$ cat src/rtl/con_pkg.sv
package con_pkg;

    localparam int OFF_PUTC    = 'h00;
    localparam int OFF_FILL    = 'h04;
    localparam int OFF_CMD     = 'h08;
    localparam int OFF_PTR_LO  = 'h10;
    localparam int OFF_LEN     = 'h14;
    localparam int OFF_PTR_HI  = 'h18;
    localparam int OFF_VERSION = 'h20;

    typedef enum logic [1:0] {
        CMD_IRQ_OFF = 2'd0,
        CMD_IRQ_ON  = 2'd1,
        CMD_XFER_WR = 2'd2,
        CMD_XFER_RD = 2'd3
    } con_cmd_e;

    typedef struct packed {
        logic put;
        logic cmd;
        logic ptr_lo;
        logic ptr_hi;
        logic len;
        logic rd_fill;
        logic rd_version;
    } con_sel_t;

endpackage

$ cat src/rtl/con_addr_decode.sv
module con_addr_decode
    import con_pkg::*;
#(
    parameter int ADDR_W = 6
) (
    input  logic              bus_valid,
    input  logic              bus_write,
    input  logic [ADDR_W-1:0] bus_addr,
    output con_sel_t          sel
);
    logic wr;
    logic rd;

    always_comb begin
        wr = bus_valid && bus_write;
        rd = bus_valid && !bus_write;
        sel.put        = wr && (bus_addr == ADDR_W'(OFF_PUTC));
        sel.cmd        = wr && (bus_addr == ADDR_W'(OFF_CMD));
        sel.ptr_lo     = wr && (bus_addr == ADDR_W'(OFF_PTR_LO));
        sel.ptr_hi     = wr && (bus_addr == ADDR_W'(OFF_PTR_HI));
        sel.len        = wr && (bus_addr == ADDR_W'(OFF_LEN));
        sel.rd_fill    = rd && (bus_addr == ADDR_W'(OFF_FILL));
        sel.rd_version = rd && (bus_addr == ADDR_W'(OFF_VERSION));
    end

endmodule

$ cat src/rtl/con_rx_fifo.sv
module con_rx_fifo #(
    parameter int DEPTH = 128,
    parameter int W     = 8
) (
    input  logic                       clk,
    input  logic                       rst_n,
    input  logic                       in_valid,
    input  logic [W-1:0]               in_data,
    output logic                       in_ready,
    input  logic                       out_pop,
    output logic [W-1:0]               out_data,
    output logic                       out_avail,
    output logic [$clog2(DEPTH+1)-1:0] cnt,
    output logic [$clog2(DEPTH+1)-1:0] cnt_next
);
    localparam int PTR_W = (DEPTH > 1) ? $clog2(DEPTH) : 1;
    localparam int CNT_W = $clog2(DEPTH + 1);

    typedef struct packed {
        logic [PTR_W-1:0] wr;
        logic [PTR_W-1:0] rd;
        logic [CNT_W-1:0] cnt;
    } fifo_st_t;

    fifo_st_t st_d, st_q;
    logic [W-1:0] mem_q [DEPTH];
    logic push, pop;

    always_comb begin
        push = in_valid && (st_q.cnt != CNT_W'(DEPTH));
        pop  = out_pop && (st_q.cnt != '0);
        st_d = st_q;
        if (push) st_d.wr = (st_q.wr == PTR_W'(DEPTH - 1)) ? '0 : st_q.wr + 1'b1;
        if (pop)  st_d.rd = (st_q.rd == PTR_W'(DEPTH - 1)) ? '0 : st_q.rd + 1'b1;
        case ({push, pop})
            2'b10:   st_d.cnt = st_q.cnt + 1'b1;
            2'b01:   st_d.cnt = st_q.cnt - 1'b1;
            default: st_d.cnt = st_q.cnt;
        endcase
    end

    always_ff @(posedge clk or negedge rst_n) begin
        if (!rst_n) st_q <= '0;
        else        st_q <= st_d;
    end

    always_ff @(posedge clk) begin
        if (push) mem_q[st_q.wr] <= in_data;
    end

    assign in_ready  = (st_q.cnt != CNT_W'(DEPTH));
    assign out_data  = mem_q[st_q.rd];
    assign out_avail = (st_q.cnt != '0);
    assign cnt       = st_q.cnt;
    assign cnt_next  = st_d.cnt;

    AST_NO_OVERFLOW: assert property (@(posedge clk) disable iff (!rst_n)
        st_q.cnt <= CNT_W'(DEPTH));
    AST_FULL_BLOCKS: assert property (@(posedge clk) disable iff (!rst_n)
        (!in_ready && in_valid && !out_pop) |=> (st_q.cnt == CNT_W'(DEPTH)));
    AST_EMPTY_POP_IGNORED: assert property (@(posedge clk) disable iff (!rst_n)
        (out_pop && !out_avail && !in_valid) |=> (st_q.cnt == '0));
    AST_PUSH_POP_HOLD: assert property (@(posedge clk) disable iff (!rst_n)
        (in_valid && in_ready && out_pop && out_avail) |=> $stable(st_q.cnt));

endmodule

$ cat src/rtl/con_port.sv
module con_port
    import con_pkg::*;
#(
    parameter int          ADDR_W  = 6,
    parameter int          DEPTH   = 128,
    parameter logic [31:0] VERSION = 32'd1
) (
    input  logic              clk,
    input  logic              rst_n,
    input  logic              bus_valid,
    input  logic              bus_write,
    input  logic [ADDR_W-1:0] bus_addr,
    input  logic [31:0]       bus_wdata,
    output logic [31:0]       bus_rdata,
    output logic              tx_valid,
    output logic [7:0]        tx_data,
    input  logic              rx_valid,
    input  logic [7:0]        rx_data,
    output logic              rx_ready,
    output logic              irq,
    output logic              xfer_start,
    output logic              xfer_read,
    output logic [63:0]       xfer_ptr,
    output logic [31:0]       xfer_len,
    input  logic              eng_pop,
    output logic [7:0]        eng_pop_data,
    output logic              eng_pop_avail
);
    localparam int CNT_W = $clog2(DEPTH + 1);

    typedef struct packed {
        logic [63:0] ptr;
        logic [31:0] len;
        logic        en;
        logic        irq;
        logic        tx_valid;
        logic [7:0]  tx_data;
        logic        xstart;
        logic        xread;
    } port_st_t;

    port_st_t st_d, st_q;
    con_sel_t sel;
    logic [CNT_W-1:0] fill_cnt, fill_next;
    logic cmd_ok;

    con_addr_decode #(.ADDR_W(ADDR_W)) u_dec (
        .bus_valid (bus_valid),
        .bus_write (bus_write),
        .bus_addr  (bus_addr),
        .sel       (sel)
    );

    con_rx_fifo #(.DEPTH(DEPTH), .W(8)) u_fifo (
        .clk       (clk),
        .rst_n     (rst_n),
        .in_valid  (rx_valid),
        .in_data   (rx_data),
        .in_ready  (rx_ready),
        .out_pop   (eng_pop),
        .out_data  (eng_pop_data),
        .out_avail (eng_pop_avail),
        .cnt       (fill_cnt),
        .cnt_next  (fill_next)
    );

    always_comb begin
        cmd_ok        = sel.cmd && (bus_wdata[31:2] == '0);
        st_d          = st_q;
        st_d.tx_valid = 1'b0;
        st_d.xstart   = 1'b0;
        if (sel.put) begin
            st_d.tx_valid = 1'b1;
            st_d.tx_data  = bus_wdata[7:0];
        end
        if (sel.ptr_lo) st_d.ptr[31:0]  = bus_wdata;
        if (sel.ptr_hi) st_d.ptr[63:32] = bus_wdata;
        if (sel.len)    st_d.len        = bus_wdata;
        if (cmd_ok) begin
            case (con_cmd_e'(bus_wdata[1:0]))
                CMD_IRQ_OFF: st_d.en = 1'b0;
                CMD_IRQ_ON:  st_d.en = 1'b1;
                CMD_XFER_WR: begin st_d.xstart = 1'b1; st_d.xread = 1'b0; end
                CMD_XFER_RD: begin st_d.xstart = 1'b1; st_d.xread = 1'b1; end
                default: ;
            endcase
        end
        st_d.irq = st_d.en && (fill_next != '0);
    end

    always_ff @(posedge clk or negedge rst_n) begin
        if (!rst_n) st_q <= '0;
        else        st_q <= st_d;
    end

    always_comb begin
        bus_rdata = '0;
        if (sel.rd_fill)    bus_rdata = 32'(fill_cnt);
        if (sel.rd_version) bus_rdata = VERSION;
    end

    assign tx_valid   = st_q.tx_valid;
    assign tx_data    = st_q.tx_data;
    assign irq        = st_q.irq;
    assign xfer_start = st_q.xstart;
    assign xfer_read  = st_q.xread;
    assign xfer_ptr   = st_q.ptr;
    assign xfer_len   = st_q.len;

    AST_TX_STROBE: assert property (@(posedge clk) disable iff (!rst_n)
        sel.put |=> (tx_valid && tx_data == $past(bus_wdata[7:0])));
    AST_IRQ_ON: assert property (@(posedge clk) disable iff (!rst_n)
        (sel.cmd && bus_wdata == 32'd1 && fill_next != '0) |=> irq);
    AST_IRQ_OFF: assert property (@(posedge clk) disable iff (!rst_n)
        (sel.cmd && bus_wdata == 32'd0) |=> !irq);
    AST_IRQ_NEEDS_DATA: assert property (@(posedge clk) disable iff (!rst_n)
        irq |-> eng_pop_avail);
    AST_XFER_FROM_CMD: assert property (@(posedge clk) disable iff (!rst_n)
        xfer_start |-> $past(sel.cmd && bus_wdata[31:1] == 31'd1));
    AST_BAD_CMD_QUIET: assert property (@(posedge clk) disable iff (!rst_n)
        (sel.cmd && bus_wdata > 32'd3) |=> !xfer_start);

endmodule

$ cat config.mk
export PLATFORM = sky130hd
export DESIGN_NAME = con_port
export DESIGN_NICKNAME = d
export VERILOG_FILES = /design/src/rtl/con_pkg.sv /design/src/rtl/con_addr_decode.sv /design/src/rtl/con_rx_fifo.sv /design/src/rtl/con_port.sv
export SDC_FILE = /design/constraint.sdc
export NUM_CORES = 1
export LEC_CHECK = 0
export BUFFER_PORTS_ARGS = -buffer_cell sky130_fd_sc_hd__clkbuf_2
export CORE_MARGIN = 2
export CORE_UTILIZATION = 43
export DETAILED_ROUTE_END_ITERATION = 6
export PLACE_DENSITY_LB_ADDON = 0.25
export REMOVE_ABC_BUFFERS = 1
export SYNTH_ARGS = -nofsm -noshare
export SYNTH_HDL_FRONTEND = slang
export SYNTH_SLANG_ARGS = --single-unit
$ cat constraint.sdc
create_clock -name clk -period 8.45 [get_ports clk]
set_clock_uncertainty 0.1 [all_clocks]
set_input_delay 1.2675 -clock clk [delete_from_list [all_inputs] [get_ports clk]]
set_output_delay 1.2675 -clock clk [all_outputs]
set_load 0.02 [all_outputs]
==> summary.md <==
| Metric | Value |
|---|---|
| Status | finished clean |
| Worst stage delay on the critical path | 1.11 ns |
| TritonCTS Sinks | about 1200 |
| Core area | ~110000 um^2 |
| Worst setup margin | around 2.4 ns |
| Main combinational cell family by area after synthesis | multiplexers |
| Crit Path Category | reg2out |
| Hold_buf cts | 0 |
| Global-route wire length before repair | 159 mm |
| Setup crit end kind | output pin |
| Synthesized flop and latch total | 1155 |
| Initial Utilization | 0.433 |
| Nets | approximately 2700 |
| Post-synthesis sequential area ratio | 0.735 |
| Number of remaining DRC errors | 0 |
| Vias | about 23000 |
| Max-slew violation total from the final report | 0 |
| Clock transition at the registers of the reported paths | about 0.06 ns |
| Port Buffers | ~180 |
| Leak pwr | around 18 nW |
| Postcts setup bufs | 0 |
| Adder-Cell Fraction of Synth Area | 0.00286 |
| Fin crit share | 0.719 |
| Post-synth top area share | 0.664 |
| WP data arrival | roughly 4.7 ns |
| Slew margin rel. | 0.217 |
| Maximum vdd drop | approximately 250 uV |
| Tot Pwr | about 15 mW |
| WP buf/inv | 2 |
| Ranking of synthesized cells by area | edfxtp_1 66%, mux4_2 9.4%, dfrtp_1 7.1%, mux2i_1 3.3%, mux2_2 3.0% |
| Synthesis warning total | 0 |
| Wirelength, routed | 107 mm |
| Die X | around 330 um |
| Complex-gate fraction of the synthesized area | 0.0331 |
| CTS H-tree lvls | 3 |
| Met1 WL | roughly 47 mm |
| Area growth syn-to-layout | 11.5% |
| Clock Tree Buf Depth | 3 |
| Crit-path slowest cell | dfrtp_4 |
| Fill count | just under 9000 |
| Die area | roughly 110000 um^2 |
| TritonCTS Buffers | between 100 and 150 |
| Power per cell area | roughly 300 nW/um^2 |
| FF-to-FF Start | u_fifo.cnt[2] |
| ANT nets after route | 0 |
| HPWL Detailed | roughly 66 mm |
| Netlist cell types | 57 |
| Async SR Flop Fraction | 0.113 |
| Post-Synthesis Mean Instance Area | around 19 um^2 |
| Fmax | about 160 MHz |
| CP max FO | 80 |
| Fin crit period | just over 6 ns |
| Vias in the first global route | roughly 24000 |
| Most frequent CP cell | mux4_2 |
| Met3 Routed Length | between 7 and 8 mm |
| Critical Path Source | u_fifo.st_q[8] |
| Vias per cell | ~5.7 |
| Layout cells sized above 1 | 0.269 |
| Required @ worst endpoint | 7.08 ns |
| Post-placement cell count | roughly 3900 |
| Worst-Margin Slew | around 1.2 ns |
| Worst r2r path cells | 12 |
| DR WL/cell | 26.1 um |
| Metal2 WL | just over 50 mm |
| Final setup viols | 0 |
| Tot GR Track Use | 0.193 |
| I/O pin total | slightly above 200 |
| Setup crit end | eng_pop_data[3] |
| Worst-skew pair later-pin latency | 0.69 ns |
| Post-CTS Resized | 0 |
| Gr ovfl total | 0 |
| Initial antenna violation count | 0 |
| Primary FF master, synth | edfxtp_1 |
| Top Layer Used | met4 |
| GPL Wtd Cong | 0.818 |
| Top cell type by total area after synthesis | edfxtp_1 |
| Crit Reg-Reg Endpoint | irq |
| Worst hold-check slack | around 0.37 ns |
| Cells after Synth | 2491 |
| Worst-path cell chain | buf_12, mux4_2, mux4_2, o21ai_0, a22oi_1, clkbuf_2 |
| Drt pass-1 iters | 5 |
| Post-Syn Area | 46300 um^2 |
| Max Cap Violations | 0 |
| Unrepaired setup endpoints after global routing | false |
| First DRT Iteration DRCs | roughly 2300 |
| Place WS | 3.07 ns |
| CTS tree | built |
| Pin count of the biggest net entering global routing | between 100 and 150 |
| Cell count along the critical path | 6 |
| Xor-xnor portion of the synthesized cell area | 0.00246 |
| Placement Rows | 120 |
| Root buffer cell | clkbuf_16 |
| Multiplexer share of the synthesized area | 0.158 |
| Crit start category | register |
| Simple-Gate Fraction of Synth Area | 0.0330 |
| Class of the worst hold path | reg2reg |
| Vert. Die Dim | between 300 and 400 um |
| Final hold vios | 0 |
| Crit-path leading delay family | flip-flops |
| Fin cells | 4100 |
| FF-to-FF setup slack | about 4.2 ns |
| Count of flip-flops with a built-in enable after synthesis | approximately 1000 |
## synthesized netlist by cell type (5+ instances only)
library cell and instances:
buf_1 8, nand3_1 31, clkbuf_1 53, buf_4 153, a31oi_1 15, dfrtp_1 131, a21o_1 5, a22oi_1 55
buf_2 24, nand4_1 8, o21ai_1 7, ha_1 9, buf_6 11, nand2_1 88, nor2b_1 11, o21a_1 5
mux4_2 193, a21oi_1 45, a41oi_1 10, nor3_1 5, inv_1 8, o21ai_0 46, and2_1 11, mux2_2 125
nor4_1 15, xnor2_1 11, mux2i_1 154, edfxtp_1 1024, a221oi_1 26, nor2_1 161
## worst min-delay path by stage
stage	startpoint	endpoint	cells after the start
3_3_place_gp	tx_data[0]	tx_data[0]	2
5_1_grt	xfer_ptr[56]	xfer_ptr[56]	1
3_5_place_dp	tx_data[0]	tx_data[0]	2
4_1_cts	tx_data[0]	tx_data[0]	2
6_report	tx_data[0]	tx_data[0]	2
2_1_floorplan	st_q[12]	st_q[12]	1
## through the flow
| stage | area [um^2] | utilization | setup TNS [ns] |
|---|---|---|---|
| 3_5_place_dp | 47800 | 0.447 | 0 |
| 6_report | 51600 | 0.483 | 0 |
| 2_1_floorplan | 44800 | - | -81.17 |
| 5_1_grt | 51600 | 0.483 | 0 |
| 4_1_cts | 51600 | 0.483 | 0 |
| 3_3_place_gp | 47800 | 0.447 | 0 |
## cell usage in the layout, fill, tap and decap left out, types with 5 or more instances in the layout
master         n
nand2_1       86
clkinv_1      25
clkbuf_2     168
a41oi_1       10
clkbuf_1      14
nand4_1        8
bufinv_16     14
clkinv_2      28
edfxtp_1    1024
a221oi_1      26
mux2i_1      154
nor3_1         5
clkbuf_16    117
mux2_2       125
a21oi_1       45
ha_1           9
clkinvlp_4     7
clkbuf_8       5
nor2_1       159
a22oi_1       55
buf_4         45
nor2b_1        9
o21a_1         5
conb_1        24
xnor2_1       11
and2_1        11
inv_1          8
o21ai_0       46
nor4_1        15
dfrtp_1      129
mux4_2       193
o21ai_1        7
a31oi_1       15
nand3_1       31
a21o_1         5
## worst reg2reg max path: stages (launching register included)
cell and delay (ns):
dfrtp_1 0.42, nor4_1 0.37, nand3b_1 0.18, nand2_1 0.38
inv_1 0.23, ha_1 0.44, ha_1 0.42, and3_1 0.22
a221oi_2 0.26, xor2_1 0.18, o21ai_1 0.09, or4_1 0.57
o31a_1 0.25
## registers in the layout, indices dropped and copies added, names as in the netlist
signal / cells
irq: 1
st_q: 1
tx_data: 8
tx_valid: 1
u_fifo.cnt: 8
u_fifo.mem_q: 1024
u_fifo.st_q: 14
xfer_len: 32
xfer_ptr: 64
xfer_read: 1
xfer_start: 1
## metal layers
layer | GRT usage | up-vias
li1 | - | 10000
met3 | 0.0346 | 156
met2 | 0.310 | 834
met1 | 0.274 | 12200
met4 | 0.0536 | 0
met5 | 0 | -
## power breakdown
group | leakage [nW] | total, mW | switching (mW) | internal, mW
Clock | 1.88 | 5.13 | 2.13 | 3.00
Combinational | 4.73 | 3.55 | 2.19 | 1.36
Sequential | 11.0 | 6.64 | 0.234 | 6.40
## cells by family (layout without fill, tap and decap cells)
kind of cell | after synthesis | in the layout
compound gates | 231 | 231
xor+xnor | 13 | 13
mux | 472 | 472
fa+ha+maj | 10 | 10
buf+inv | 260 | 442
simple gates | 349 | 349
other cells | 1 | 25
flops | 1155 | 1155
## layout make-up
class	count	area, um^2	share of cell area
Timing Repair Buffer	216	1230	0.0238
Inverter	10	37.5	0.000727
Tap cell	1403	1760	0.0340
Multi-Input combinational cell	1099	10700	0.208
Antenna cell	1	2.50	0.0000485
Clock inverter	80	795	0.0154
Clock buffer	136	3050	0.0591
Sequential cell	1155	34000	0.659
Power figures use the tool's default switching activity.
